## src/rtl/keyer_pkg.sv

```systemverilog
package keyer_pkg;

   typedef enum logic [1:0] {
      KS_IDLE  = 2'd0,
      KS_MARK  = 2'd1,
      KS_SPACE = 2'd2
   } kstate_t;

   typedef enum logic {
      EL_DOT  = 1'b0,
      EL_DASH = 1'b1
   } elem_t;

   localparam int LEVER_DOT  = 0;
   localparam int LEVER_DASH = 1;
   localparam int LEVERS     = 2;

endpackage

```

## src/rtl/keyer_sync.sv

```systemverilog
module keyer_sync #(
   parameter int WIDTH  = 2,
   parameter int STAGES = 2
) (
   input  logic             clk,
   input  logic             rst_n,
   input  logic [WIDTH-1:0] async_i,
   output logic [WIDTH-1:0] sync_o
);

   for (genvar b = 0; b < WIDTH; b++) begin : g_bit
      logic [STAGES-1:0] chain;

      always_ff @(posedge clk or negedge rst_n) begin
         if (!rst_n) begin
            chain <= '0;
         end else begin
            chain <= {chain[STAGES-2:0], async_i[b]};
         end
      end

      assign sync_o[b] = chain[STAGES-1];
   end

endmodule

```

## src/rtl/keyer_unit_timer.sv

```systemverilog
module keyer_unit_timer #(
   parameter int SPEED_W    = 8,
   parameter int UNIT_SCALE = 1000
) (
   input  logic               clk,
   input  logic               rst_n,
   input  logic               run_i,
   input  logic [SPEED_W-1:0] speed_i,
   output logic               tick_o
);

   localparam int CW = SPEED_W + $clog2(UNIT_SCALE + 1) + 1;

   logic [CW-1:0] cnt;
   logic [CW-1:0] unit_last;

   assign unit_last = (CW'(speed_i) + CW'(1)) * CW'(UNIT_SCALE) - CW'(1);
   assign tick_o    = run_i && (cnt >= unit_last);

   always_ff @(posedge clk or negedge rst_n) begin
      if (!rst_n) begin
         cnt <= '0;
      end else if (!run_i || tick_o) begin
         cnt <= '0;
      end else begin
         cnt <= cnt + CW'(1);
      end
   end

endmodule

```

## src/rtl/keyer_seq.sv

```systemverilog
module keyer_seq
   import keyer_pkg::*;
#(
   parameter int DOT_UNITS  = 1,
   parameter int DASH_UNITS = 3,
   parameter int GAP_UNITS  = 1
) (
   input  logic clk,
   input  logic rst_n,
   input  logic dot_req_i,
   input  logic dash_req_i,
   input  logic tick_i,
   output logic run_o,
   output logic key_o
);

   localparam int MAXE = (DASH_UNITS > DOT_UNITS) ? DASH_UNITS : DOT_UNITS;
   localparam int MAXA = (MAXE > GAP_UNITS) ? MAXE : GAP_UNITS;
   localparam int LW   = $clog2(MAXA + 1);
   localparam logic [LW-1:0] DOT_LAST  = LW'(DOT_UNITS - 1);
   localparam logic [LW-1:0] DASH_LAST = LW'(DASH_UNITS - 1);
   localparam logic [LW-1:0] GAP_LAST  = LW'(GAP_UNITS - 1);

   kstate_t       state;
   elem_t         last_el;
   elem_t         pick;
   logic [LW-1:0] left;
   logic          mem_dot;
   logic          mem_dash;
   logic          want_dot;
   logic          want_dash;
   logic          any_want;
   logic [LW-1:0] pick_last;

   assign want_dot  = dot_req_i | mem_dot;
   assign want_dash = dash_req_i | mem_dash;
   assign any_want  = want_dot | want_dash;

   always_comb begin
      if (want_dot && want_dash) begin
         pick = (last_el == EL_DOT) ? EL_DASH : EL_DOT;
      end else if (want_dash) begin
         pick = EL_DASH;
      end else begin
         pick = EL_DOT;
      end
      pick_last = (pick == EL_DOT) ? DOT_LAST : DASH_LAST;
   end

   always_ff @(posedge clk or negedge rst_n) begin
      if (!rst_n) begin
         state    <= KS_IDLE;
         last_el  <= EL_DASH;
         left     <= '0;
         mem_dot  <= 1'b0;
         mem_dash <= 1'b0;
      end else begin
         unique case (state)
            KS_IDLE: begin
               if (any_want) begin
                  state   <= KS_MARK;
                  last_el <= pick;
                  left    <= pick_last;
                  if (pick == EL_DOT) mem_dot  <= 1'b0;
                  else                mem_dash <= 1'b0;
               end
            end
            KS_MARK: begin
               if (last_el == EL_DASH && dot_req_i) mem_dot  <= 1'b1;
               if (last_el == EL_DOT && dash_req_i) mem_dash <= 1'b1;
               if (tick_i) begin
                  if (left == '0) begin
                     state <= KS_SPACE;
                     left  <= GAP_LAST;
                  end else begin
                     left <= left - LW'(1);
                  end
               end
            end
            KS_SPACE: begin
               if (tick_i) begin
                  if (left != '0) begin
                     left <= left - LW'(1);
                  end else if (any_want) begin
                     state   <= KS_MARK;
                     last_el <= pick;
                     left    <= pick_last;
                     if (pick == EL_DOT) mem_dot  <= 1'b0;
                     else                mem_dash <= 1'b0;
                  end else begin
                     state <= KS_IDLE;
                  end
               end
            end
            default: state <= KS_IDLE;
         endcase
      end
   end

   assign run_o = (state != KS_IDLE);
   assign key_o = (state == KS_MARK);

endmodule

```

## src/rtl/keyer_tone.sv

```systemverilog
module keyer_tone #(
   parameter int TONE_HALF = 25000
) (
   input  logic clk,
   input  logic rst_n,
   input  logic key_i,
   output logic tone_o
);

   localparam int TW = $clog2(TONE_HALF + 1);
   localparam logic [TW-1:0] HALF_LAST = TW'(TONE_HALF - 1);

   logic [TW-1:0] cnt;
   logic          phase;

   always_ff @(posedge clk or negedge rst_n) begin
      if (!rst_n) begin
         cnt   <= '0;
         phase <= 1'b0;
      end else if (!key_i) begin
         cnt   <= '0;
         phase <= 1'b0;
      end else if (cnt == HALF_LAST) begin
         cnt   <= '0;
         phase <= ~phase;
      end else begin
         cnt <= cnt + TW'(1);
      end
   end

   assign tone_o = key_i & phase;

endmodule

```

## src/rtl/paddle_keyer.sv

```systemverilog
module paddle_keyer
   import keyer_pkg::*;
#(
   parameter int SPEED_W     = 8,
   parameter int UNIT_SCALE  = 1000,
   parameter int DOT_UNITS   = 1,
   parameter int DASH_UNITS  = 3,
   parameter int GAP_UNITS   = 1,
   parameter int SYNC_STAGES = 2,
   parameter int TONE_HALF   = 25000
) (
   input  logic               clk,
   input  logic               rst_n,
   input  logic               dot_paddle_i,
   input  logic               dash_paddle_i,
   input  logic [SPEED_W-1:0] speed_i,
   output logic               key_o,
   output logic               tone_o
);

   if (SPEED_W < 1 || SPEED_W > 16) begin : g_bad_speed_w
      $error("paddle_keyer: SPEED_W must lie in 1..16");
   end
   if (UNIT_SCALE < 1) begin : g_bad_scale
      $error("paddle_keyer: UNIT_SCALE must be at least 1");
   end
   if (DOT_UNITS < 1 || DASH_UNITS <= DOT_UNITS) begin : g_bad_elem
      $error("paddle_keyer: need 1 <= DOT_UNITS < DASH_UNITS");
   end
   if (GAP_UNITS < 1) begin : g_bad_gap
      $error("paddle_keyer: GAP_UNITS must be at least 1");
   end
   if (SYNC_STAGES < 2) begin : g_bad_sync
      $error("paddle_keyer: SYNC_STAGES must be at least 2");
   end
   if (TONE_HALF < 1) begin : g_bad_tone
      $error("paddle_keyer: TONE_HALF must be at least 1");
   end

   logic [LEVERS-1:0] lever_raw;
   logic [LEVERS-1:0] lever_s;
   logic              run;
   logic              tick;
   logic              key;

   assign lever_raw[LEVER_DOT]  = dot_paddle_i;
   assign lever_raw[LEVER_DASH] = dash_paddle_i;

   keyer_sync #(
      .WIDTH  (LEVERS),
      .STAGES (SYNC_STAGES)
   ) u_sync (
      .clk     (clk),
      .rst_n   (rst_n),
      .async_i (lever_raw),
      .sync_o  (lever_s)
   );

   keyer_unit_timer #(
      .SPEED_W    (SPEED_W),
      .UNIT_SCALE (UNIT_SCALE)
   ) u_timer (
      .clk     (clk),
      .rst_n   (rst_n),
      .run_i   (run),
      .speed_i (speed_i),
      .tick_o  (tick)
   );

   keyer_seq #(
      .DOT_UNITS  (DOT_UNITS),
      .DASH_UNITS (DASH_UNITS),
      .GAP_UNITS  (GAP_UNITS)
   ) u_seq (
      .clk        (clk),
      .rst_n      (rst_n),
      .dot_req_i  (lever_s[LEVER_DOT]),
      .dash_req_i (lever_s[LEVER_DASH]),
      .tick_i     (tick),
      .run_o      (run),
      .key_o      (key)
   );

   keyer_tone #(
      .TONE_HALF (TONE_HALF)
   ) u_tone (
      .clk    (clk),
      .rst_n  (rst_n),
      .key_i  (key),
      .tone_o (tone_o)
   );

   assign key_o = key;

endmodule

```

## config.mk

```make
export PLATFORM = sky130hd
export DESIGN_NAME = paddle_keyer
export DESIGN_NICKNAME = d
export VERILOG_FILES = /design/src/rtl/keyer_pkg.sv /design/src/rtl/keyer_sync.sv /design/src/rtl/keyer_unit_timer.sv /design/src/rtl/keyer_seq.sv /design/src/rtl/keyer_tone.sv /design/src/rtl/paddle_keyer.sv
export SDC_FILE = /design/constraint.sdc
export NUM_CORES = 1
export LEC_CHECK = 0
export BUFFER_PORTS_ARGS = -buffer_cell sky130_fd_sc_hd__clkbuf_2
export CELL_PAD_IN_SITES_DETAIL_PLACEMENT = 1
export CELL_PAD_IN_SITES_GLOBAL_PLACEMENT = 2
export CORE_UTILIZATION = 41
export CTS_CLUSTER_DIAMETER = 150
export DETAILED_ROUTE_END_ITERATION = 10
export HOLD_SLACK_MARGIN = 0.15
export PLACE_DENSITY = 0.82
export SETUP_SLACK_MARGIN = 0.2
export SLEW_MARGIN = 25
export SYNTH_ARGS = -nofsm -noshare
export SYNTH_HDL_FRONTEND = slang
export SYNTH_HIERARCHICAL = 1
export SYNTH_SLANG_ARGS = --single-unit
```

## constraint.sdc

```tcl
create_clock -name clk -period 3.3 [get_ports clk]
set_input_delay 0.165 -clock clk [delete_from_list [all_inputs] [get_ports clk]]
set_output_delay 0.165 -clock clk [all_outputs]
set_load 0.005 [all_outputs]
```

==> impl_results.md, run 1 <==
* Clock Skews at between 0.006 and 0.007 ns
* Post-Syn Area per Cell at approximately 9.4 um2
* Wire per inst at around 16 um
* FP Rows at 38
* Synth Net Count at 590
* Final Critical Period at about 6.1 ns
* Maxcap violations at 0
* Core Box Area at roughly 11000 um2
* Vias in the first global route at between 4000 and 5000
* Register area at 1150 um2
* CP Data Required Time at between 3 and 4 ns
* Failing checks: negative setup slack
* Reg-to-reg slack, setup at roughly 0.35 ns
* Mapped Cells at roughly 500
* Die area at approximately 12000 um2
* First-pass GRT wire length at 20300 um
* Max rail drop VDD at between 0.0006 and 0.0007 V
* Crit path max fanout at 5
* Hold_sp: u_sync/g_bit[1].chain[0]$_DFF_PN0_
* Inserted Diodes at 0
* Initial antenna violation count at 0
* Sequential-to-total area share from yosys stat at 0.248
* Top Ports at 14
* CTS Sinks at 46
* Die Wd at 108 um
* Post-synth EDFFs at 0
* CP top delay family: adder cells
* Worst EP arrival at between 6 and 7 ns
* FF-to-FF Start: u_timer/cnt[3]$_DFF_PN0_
* CTS Root Cell: clkbuf_16
* Final WL at approximately 12000 um
* #FFs+latches synth at 46
* Largest net degree at the start of global routing at 47
* Hold EP: u_sync/g_bit[1].chain[1]$_DFF_PN0_
* Die Y at around 110 um
* Max Clk Rate at approximately 160 MHz
* Critical path capture point type: flop
* Worst slew pin tran at about 0.58 ns
* Buf/Inv on CP at 8
* Pwr dens at ~990 nW/um2
* Synth cell types at 62
* GPL Wtd Cong at 0.796
* Overall routing resource usage at 0.221
* Number of cells on the worst reg-to-reg path at 12
* Clock Path Buffers at 2
* Vias at around 3900
* Final net count at a little over 700
* Worst hold margin at 0.354 ns
* Worst-Skew Late Latency at just under 0.3 ns
* Hold WC Path Type: flop to flop
* Prevailing post-synth register cell: dfrtp_1
* Final setup margin at -2.85 ns
* Stages on worst setup path at 29
* Share of layout cells above drive strength 1 at 0.347
* IO buf count at 13
* CP peak stage delay at around 0.54 ns
* Area growth from synthesis to layout at 36.4%
* Kind of critical path: input port to flop
* Hpwl dp at a little over 9000 um
* Final hold vios at 0
* Number of vias per cell at between 5 and 6
* Fillers at about 1200
* Hold Path Depth at 0
* Static leakage at around 3.0 nW
* CTS tree: done
* Post-Syn Area at between 4000 and 5000 um2
* Multi-input logic area at 3650 um2
* CTS clk-pin slew, worst paths at approximately 0.060 ns
* FFs w/ async S/R, synth at 1.00
* Yosys Warn Count at 6
* RSZ-0062 raised after global routing: yes
* Setup TNS at -65.29 ns
* Placed Instances at 727
* Drt drc at 0
* CP Launch Type: input port
* DRT antenna net count at 0
* Rel. slew slack at 0.612
* CP max-delay cell: fa_1
* Overflow after GRT at 0
* Reg2Reg Capture Point: u_seq/mem_dash$_DFFE_PN0P_
* TritonRoute pass-1 iters at 4
* Cts bufs inserted at 5
* Endpoints failing setup at 26
* Starting DRC count in detailed routing at 52
* H-tree depth at 2
* Crit share post-route at 1.86
* Starting Density at 0.424
* Non-Filler Instances at about 760
* Max Transition Viols Final at 0
* Most used cell, CP: fa_1
* Status: complete, but fails checks
how the worst max path moves through the flow:
stage / end / slack [ns] / start
global placement: u_seq/mem_dot$_DFFE_PN0P_ / -3.05 / speed_i[0]
finish: u_seq/mem_dash$_DFFE_PN0P_ / -2.85 / speed_i[0]
detailed placement: u_seq/state[1]$_DFFE_PN0P_ / -3.24 / speed_i[0]
CTS: u_seq/mem_dash$_DFFE_PN0P_ / -2.79 / speed_i[0]
global route: u_seq/last_el$_DFFE_PN1P_ / -3.15 / speed_i[1]
floorplan: u_seq/mem_dash$_DFFE_PN0P_ / -2.64 / speed_i[0]
area by class of cell:
type | instances | share of cell area
clock buffers | 5 | 0.0198
clock inverters | 3 | 0.00711
inverters | 62 | 0.0368
multi-input cells | 380 | 0.576
flip-flops and latches | 46 | 0.182
well taps | 140 | 0.0277
repair buffers | 121 | 0.150
cell families after synthesis:
logic type               Yosys count  share of synthesized area
buffers and inverters             69                     0.0623
adder cells (fa/ha/maj)           83                      0.259
AND/OR/NAND/NOR                  158                      0.183
flip-flops                        46                      0.248
multiplexers                       8                     0.0183
XOR/XNOR                          71                      0.134
AO/OA/AOI/OAI                     60                     0.0949
cell usage in the layout, fill, tap and decap left out, types with 6 or more instances in the layout:
master / count
xnor2_1: 37
fa_1: 22
clkbuf_16: 7
nand4_1: 10
nand3_1: 14
dfrtp_1: 45
nand3_2: 6
clkbuf_2: 10
ha_1: 54
nor2_1: 41
xor2_1: 23
nand2_1: 16
ha_4: 6
a21o_1: 10
nor2_2: 11
a21oi_1: 10
buf_4: 102
inv_2: 9
nor3_1: 9
inv_1: 53
sequential cells by signal, indices dropped and copies added (netlist names):
signal and flops:
u_seq/state 2, u_seq/mem_dot 1, u_seq/last_el 1, u_timer/cnt 19, u_seq/left 2, u_tone/phase 1
u_sync/g_bit.chain 4, u_tone/cnt 15, u_seq/mem_dash 1
where the power goes:
| group | leakage [nW] | internal, W | switching [W] |
|---|---|---|---|
| logic | 2.31 | 0.00256 | 0.00238 |
| clock network | 0.0760 | 0.000357 | 0.000224 |
| registers | 0.621 | 0.000633 | 0.0000853 |
layer usage:
metal | track usage | part of all wire
met3 | 0.0229 | 0.015
met4 | 0.0647 | 0.022
met1 | 0.240 | 0.41
met5 | 0 | 0
met2 | 0.443 | 0.55
per-stage QoR:
step           cell area [um2]  power [W]   util  setup WS, ns
6_report                  6330    0.00625  0.579         -2.85
5_1_grt                   6330    0.00678  0.579         -3.15
4_1_cts                   6220    0.00600  0.569         -2.79
3_5_place_dp              5780    0.00491  0.528         -3.24
3_3_place_gp              5780    0.00475  0.528         -3.05
2_1_floorplan             4950    0.00348      -         -2.64
cells in the mapped netlist, types with 3 or more instances:
| cell | n | share of area |
|---|---|---|
| nor3_1 | 11 | 0.012 |
| fa_1 | 22 | 0.095 |
| and2_1 | 6 | 0.0081 |
| ha_1 | 61 | 0.16 |
| nand2_1 | 17 | 0.014 |
| a21o_1 | 11 | 0.018 |
| a21oi_1 | 13 | 0.014 |
| buf_6 | 3 | 0.0073 |
| nor4_1 | 4 | 0.0054 |
| nor2_2 | 3 | 0.0040 |
| nor2_1 | 50 | 0.040 |
| xor2_1 | 27 | 0.051 |
| inv_1 | 62 | 0.050 |
| nand2b_1 | 4 | 0.0054 |
| mux2i_1 | 4 | 0.0086 |
| nand3_1 | 21 | 0.023 |
| xnor2_1 | 44 | 0.083 |
| nor3b_1 | 3 | 0.0049 |
| nor2b_1 | 4 | 0.0054 |
| dfrtp_1 | 45 | 0.24 |
| a211oi_1 | 3 | 0.0049 |
| nand4_1 | 10 | 0.013 |
| and3_1 | 7 | 0.0094 |
| mux2_2 | 4 | 0.0097 |
| o21ai_0 | 8 | 0.0086 |
worst reg2reg max path, stage by stage, from the launching register on:
cell	delay, ns
dfrtp_1	0.44
ha_1	0.31
a31oi_1	0.16
nor2b_1	0.06
o311ai_1	0.42
a211oi_2	0.16
a2111oi_4	0.25
o21ai_1	0.13
and2_4	0.18
or3b_4	0.24
a21oi_4	0.07
a31o_2	0.21
a22o_1	0.22
what timing repair did:
| action | CTS | global route |
|---|---|---|
| buffers inserted | 14 | 5 |
| pin swaps | 25 | 14 |
| setup endpoints to repair | 26 | 26 |
| endpoints found under the hold margin | 47 | 0 |
| hold buffers | 3 | 0 |
| gates resized for setup | 25 | 19 |
Note: power is estimated with default switching activity, not from simulation.
==> run 2, diff against run 1 <==
Settings changed: CORE_ASPECT_RATIO set to 0.6, PLACE_DENSITY 0.82 to 0.83.
==> run 2 against run 1 <==
Compared with the run above:
- the run still ends with negative setup slack left
- hold slack worse by 0.0039 ns
- highest routed layer unchanged
- power is 1.5% lower
- worst setup slack worse by 0.12 ns
- clock power is 5.5% lower
- clock skew is 0.0024 ns lower
- non-clock buffer count is 5 lower
- sequential cell count stayed put
- sequential share of layout area is 0.15 points higher
- critical path depth stayed put
- global-route usage is 2.8 points higher
==> impl_results.md, run 2 (synthesis gave the netlist of run 1 again) <==
* Status: complete, but fails checks
* Failing checks: negative setup slack
* Number of vias per cell at 5.26
* IO buf count at 13
* Final Critical Period at ~6.3 ns
* Dpl ws at -3.37 ns
* Worst slew pin tran at 0.598 ns
* Drt drc at 0
* Largest regs: u_timer/cnt (19), u_tone/cnt (15), u_sync/g_bit.chain (4)
* Cts bufs inserted at 5
* Clock power share at 0.089
* CP max-delay cell: fa_1
* Hold WC Path Type: flop to flop
* Most common cell after layout, fill and taps aside: buf_4
* Final setup margin at -2.97 ns
* Vias in the first global route at 4364
* Max rail drop VDD at ~0.00094 V
* Overall routing resource usage at 0.249
* Final Util at 0.583
* Max reg flops at 19
* Max Transition Viols Final at 0
* Critical path capture point type: flop
* Largest net degree at the start of global routing at 25
* Wire per inst at around 18 um
* Total power at between 0.006 and 0.007 W
* Die Y at between 80 and 90 um
* Rel. slew slack at 0.602
* Kind of critical path: input port to flop
* Comb pwr share at 0.794
* Clock Skews at ~0.0044 ns
* Starting Density at 0.431
* Worst EP arrival at 6.47 ns
* Final WL at between 10000 and 15000 um
* Hpwl dp at 10100 um
* Inserted Diodes at 0
* H-tree depth at 2
* Core Box Area at 10800 um2
* CTS Sinks at 46
* Non-Filler Instances at about 750
* Fillers at around 1200
* Final hold vios at 0
* Top Ports at 14
* Endpoints failing setup at 26
* Sequential power share at 0.116
* Pwr dens at roughly 980 nW/um2
* Max Clk Rate at roughly 160 MHz
* Setup TNS at -67.34 ns
* Crit share post-route at 1.90
* Die area at 11800 um2
* CTS clk-pin slew, worst paths at roughly 0.060 ns
* Most flops, register: u_timer/cnt
* Overflow after GRT at 0
* Worst-Skew Late Latency at between 0.2 and 0.3 ns
* Die Wd at 139 um
* Crit path max fanout at 5
* CP Launch Type: input port
* CP Data Required Time at approximately 3.5 ns
* Starting DRC count in detailed routing at 112
* GPL Wtd Cong at about 0.83
* Maxcap violations at 0
* Static leakage at around 3.0 nW
* Vias at just under 4000
* Share of layout cells above drive strength 1 at 0.337
* Final net count at 706
* Most frequent cells in the layout: buf_4, ha_1, inv_1, dfrtp_1, nor2_1
* Internal Power at ~0.0034 W
* First-pass GRT wire length at ~23000 um
* FP Rows at 29
* Placed Instances at between 700 and 800
* CTS tree: done
* Sw frac at 0.441
* Area growth from synthesis to layout at 35.3%
* Initial antenna violation count at 0
* CP peak stage delay at approximately 0.55 ns
* RSZ-0062 raised after global routing: yes
* Clock Path Buffers at 2
* P_sw at roughly 0.0027 W
* CTS Root Cell: clkbuf_16
* TritonRoute pass-1 iters at 4
* DRT antenna net count at 0
-- run 2: cell types whose count changed in the layout (fill, tap and decap cells not counted), sizes merged --
cell and delta:
bufinv -1, clkinvlp -2, buf -6, clkbuf +4
-- run 2: worst paths after layout --
path | slack (ns) | cells past startpoint | startpoint | end
worst max-delay path | -2.97 | 29 | speed_i[1] | u_seq/mem_dot$_DFFE_PN0P_
worst min-delay path | 0.35 | 0 | u_sync/g_bit[0].chain[0]$_DFF_PN0_ | u_sync/g_bit[0].chain[1]$_DFF_PN0_
worst max register to register | 0.29 | 12 | u_timer/cnt[3]$_DFF_PN0_ | u_seq/mem_dash$_DFFE_PN0P_
worst min register to register | 0.35 | 0 | u_sync/g_bit[0].chain[0]$_DFF_PN0_ | u_sync/g_bit[0].chain[1]$_DFF_PN0_
max in group asynchronous | 2.13 | 3 | rst_n | u_timer/cnt[4]$_DFF_PN0_
min in group asynchronous | 0.42 | 2 | rst_n | u_seq/left[0]$_DFFE_PN0P_
-- run 2: per-stage QoR --
stage          hold WS, ns  instance area, um2
2_1_floorplan       -0.131                4950
3_3_place_gp         0.187                5810
3_5_place_dp         0.200                5810
4_1_cts              0.353                6240
5_1_grt              0.355                6280
6_report             0.350                6280
-- run 2: worst max-delay path: cells and delay by family --
| kind | cells | cell delay [ns] |
|---|---|---|
| compound gates | 6 | 1.00 |
| xor+xnor | 3 | 0.48 |
| buf+inv | 6 | 0.56 |
| simple gates | 7 | 1.42 |
| fa+ha+maj | 7 | 2.82 |
-- run 2: layer usage --
metal  share of wire  global-route usage
met5               0                   0
met3           0.015              0.0348
met4          0.0079              0.0465
met2            0.46               0.398
met1            0.52               0.360
-- run 2: final cells by class --
type	instances	area [um2]	share of cell area
well taps	139	174	0.0277
flip-flops and latches	46	1150	0.184
multi-input cells	380	3640	0.580
repair buffers	116	913	0.145
clock buffers	8	166	0.0265
inverters	62	233	0.0371
-- run 2: power groups by stage --
stage                     sequential [W]  clock [W]  combinational [W]
after floorplan                 0.000702          0            0.00278
after global placement          0.000713          0            0.00407
after detailed placement        0.000719          0            0.00429
after CTS                       0.000711   0.000571            0.00477
after global routing            0.000731   0.000591            0.00538
final                           0.000717   0.000550            0.00489
-- run 2: timing repair --
action / in CTS / in global routing
endpoints found under the hold margin: 23 / 0
gates resized for setup: 28 / 13
endpoints found under the setup margin: 26 / 26
pin swaps: 15 / 9
setup buffers: 10 / 0
hold buffers: 3 / 0
==> run 3, diff against run 2 <==
Settings changed: CORE_UTILIZATION 41 to 35, GPL_TIMING_DRIVEN set to 0, PLACE_DENSITY 0.83 to 0.73.
==> run 3 against run 2 <==
Compared with the run above:
- the flow still finishes with violations (negative setup slack)
- first-iteration DRC count grew 32%
- sequential power grew 1%
- critical path depth grew 1
- critical path type unchanged
==> impl_results.md, run 3 (synthesis gave the netlist of run 1 again) <==
* FP Rows at 32
* Clock power share at 0.083
* Crit path max fanout at 5
* CTS clk-pin slew, worst paths at approximately 0.06 ns
* Most flops, register: u_timer/cnt
* Vias at ~3800
* Overall routing resource usage at 0.192
* Internal Power at around 0.0034 W
* Sw frac at 0.460
* Endpoints failing setup at 26
* Rel. slew slack at 0.553
* Hold_sp: u_sync/g_bit[0].chain[0]$_DFF_PN0_
* Clock Skews at about 0.0094 ns
* Core Box Area at 12900 um2
* CP peak stage delay at ~0.53 ns
* Comb pwr share at 0.803
* Sequential power share at 0.114
* Static leakage at roughly 2.9 nW
* Inserted Diodes at 0
* Vias in the first global route at about 4000
* Share of layout cells above drive strength 1 at 0.356
* Most frequent cells in the layout: inv_1, ha_1, buf_4, dfrtp_1, xnor2_1
* Clock Path Buffers at 2
* Placement Cell Area at around 5200 um2
* Max Clk Rate at between 150 and 200 MHz
* Hold EP: u_sync/g_bit[0].chain[1]$_DFF_PN0_
* Drt drc at 0
* FF-to-FF Start: u_timer/cnt[2]$_DFF_PN0_
* Starting DRC count in detailed routing at 148
* Pwr dens at between 900 and 1000 nW/um2
* Cts bufs inserted at 5
* GPL Wtd Cong at a little under 0.8
* Initial antenna violation count at 0
* Die area at about 14000 um2
* First-pass GRT wire length at ~20000 um
* Kind of critical path: input port to flop
* Hold Path Depth at 0
* Final setup margin at -2.95 ns
* Worst-Skew Late Latency at between 0.2 and 0.3 ns
* Setup TNS at -69.39 ns
* Final net count at 670
* H-tree depth at 2
* Max reg flops at 19
* Reg2Reg Capture Point: u_seq/mem_dash$_DFFE_PN0P_
* IO buf count at 13
* Worst EP arrival at 6.47 ns
* Top Ports at 14
* Post-route cell area at 6460 um2
* Critical path capture point type: flop
* Reg-to-reg slack, setup at between 0.2 and 0.25 ns
* Status: complete, but fails checks
* Number of vias per cell at between 5 and 6
* CP Data Required Time at 3.52 ns
* Overflow after GRT at 0
* CTS Sinks at between 40 and 50
* Final WL at ~13000 um
* Hold WC Path Type: flop to flop
* Largest regs: u_timer/cnt (19), u_tone/cnt (15), u_sync/g_bit.chain (4)
* Wire per inst at about 17 um
* RSZ-0062 raised after global routing: yes
* Final Critical Period at between 6 and 7 ns
* DRT antenna net count at 0
* Failing checks: negative setup slack
* Max Transition Viols Final at 0
* TritonRoute pass-1 iters at 4
* P_sw at between 0.002 and 0.003 W
* Crit share post-route at 1.89
* Hpwl dp at approximately 9000 um
* Max rail drop VDD at ~0.0006 V
* Largest net degree at the start of global routing at between 40 and 50
* CP max-delay cell: fa_2
* CTS tree: done
* Worst slew pin tran at around 0.67 ns
* Starting Density at 0.360
* CTS Root Cell: clkbuf_16
* Die Wd at roughly 150 um
* Number of cells on the worst reg-to-reg path at 12
* Area growth from synthesis to layout at 39.1%
* CP Launch Type: input port
* Maxcap violations at 0
* Final hold vios at 0
* Most common cell after layout, fill and taps aside: inv_1
* Final Util at 0.501
* Die Y at roughly 91 um
## run 3: cell count changes in the layout (fill, tap and decap cells not counted), moves of 3 or more
cell / change
nor2_2: +5
buf_6: +13
buf_4: -50
nor2_4: +11
nor2_1: -16
ha_4: +3
inv_2: -4
clkbuf_2: -3
a21oi_1: -3
nand3_4: +3
nand3_1: -3
xnor2_1: -3
## run 3: what timing repair did
action	4_1_cts	5_1_grt
setup buffers	38	18
gates resized for setup	63	62
endpoints found under the hold margin	47	0
hold buffers	3	0
endpoints found under the setup margin	26	26
pin swaps	38	30
gates cloned	0	1
## run 3: critical path: cells and delay by family
| family | cells | cell delay, ns |
|---|---|---|
| adders and majority gates | 6 | 2.24 |
| and+or+nand+nor | 12 | 2.51 |
| xor gates and xnor gates | 2 | 0.40 |
| AOI/OAI and AO/OA | 3 | 0.51 |
| buffers and inverters | 7 | 0.62 |
## run 3: how the worst max path moves through the flow
| stage | from | to | slack [ns] | depth (start not counted) |
|---|---|---|---|---|
| 3_3_place_gp | speed_i[1] | u_seq/mem_dash$_DFFE_PN0P_ | -3.72 | 31 |
| 5_1_grt | speed_i[1] | u_seq/mem_dash$_DFFE_PN0P_ | -3.13 | 29 |
| 6_report | speed_i[4] | u_seq/state[0]$_DFFE_PN0P_ | -2.95 | 30 |
| 2_1_floorplan | speed_i[0] | u_seq/mem_dash$_DFFE_PN0P_ | -2.64 | 29 |
| 3_5_place_dp | speed_i[1] | u_seq/state[0]$_DFFE_PN0P_ | -3.82 | 30 |
| 4_1_cts | speed_i[0] | u_seq/mem_dash$_DFFE_PN0P_ | -2.86 | 29 |
## run 3: power groups by stage
stage	Combinational, W	Clock, W	Sequential (W)
6_report	0.00511	0.000526	0.000724
5_1_grt	0.00553	0.000567	0.000735
4_1_cts	0.00455	0.000542	0.000716
3_5_place_dp	0.00345	0	0.000727
3_3_place_gp	0.00330	0	0.000717
2_1_floorplan	0.00278	0	0.000702
## run 3: area by class of cell
type,instances,area [um2]
timing repair buffer,73,631
inverter,62,243
clock inverter,2,12.5
fill,1449,6430
clock buffer,6,139
multi-input combinational,380,3980
buffer,7,87.6
sequential,46,1150
tap,170,213
## run 3: layer usage
layer,vias up,wire length [um],global-route usage
li1,1834,-,-
met1,1911,7050,0.308
met2,28,5410,0.270
met3,8,236,0.0276
met4,0,69,0.0258
met5,-,0,0
## run 3: metrics by stage
| stage | total power, W | setup WS [ns] | cells | hold WS (ns) |
|---|---|---|---|---|
| after detailed placement | 0.00418 | -3.82 | 678 | 0.272 |
| final | 0.00636 | -2.95 | 746 | 0.352 |
| after global placement | 0.00402 | -3.72 | 678 | 0.273 |
| after global routing | 0.00683 | -3.13 | 746 | 0.383 |
| after CTS | 0.00581 | -2.86 | 727 | 0.357 |
| after floorplan | 0.00348 | -2.64 | 495 | -0.131 |
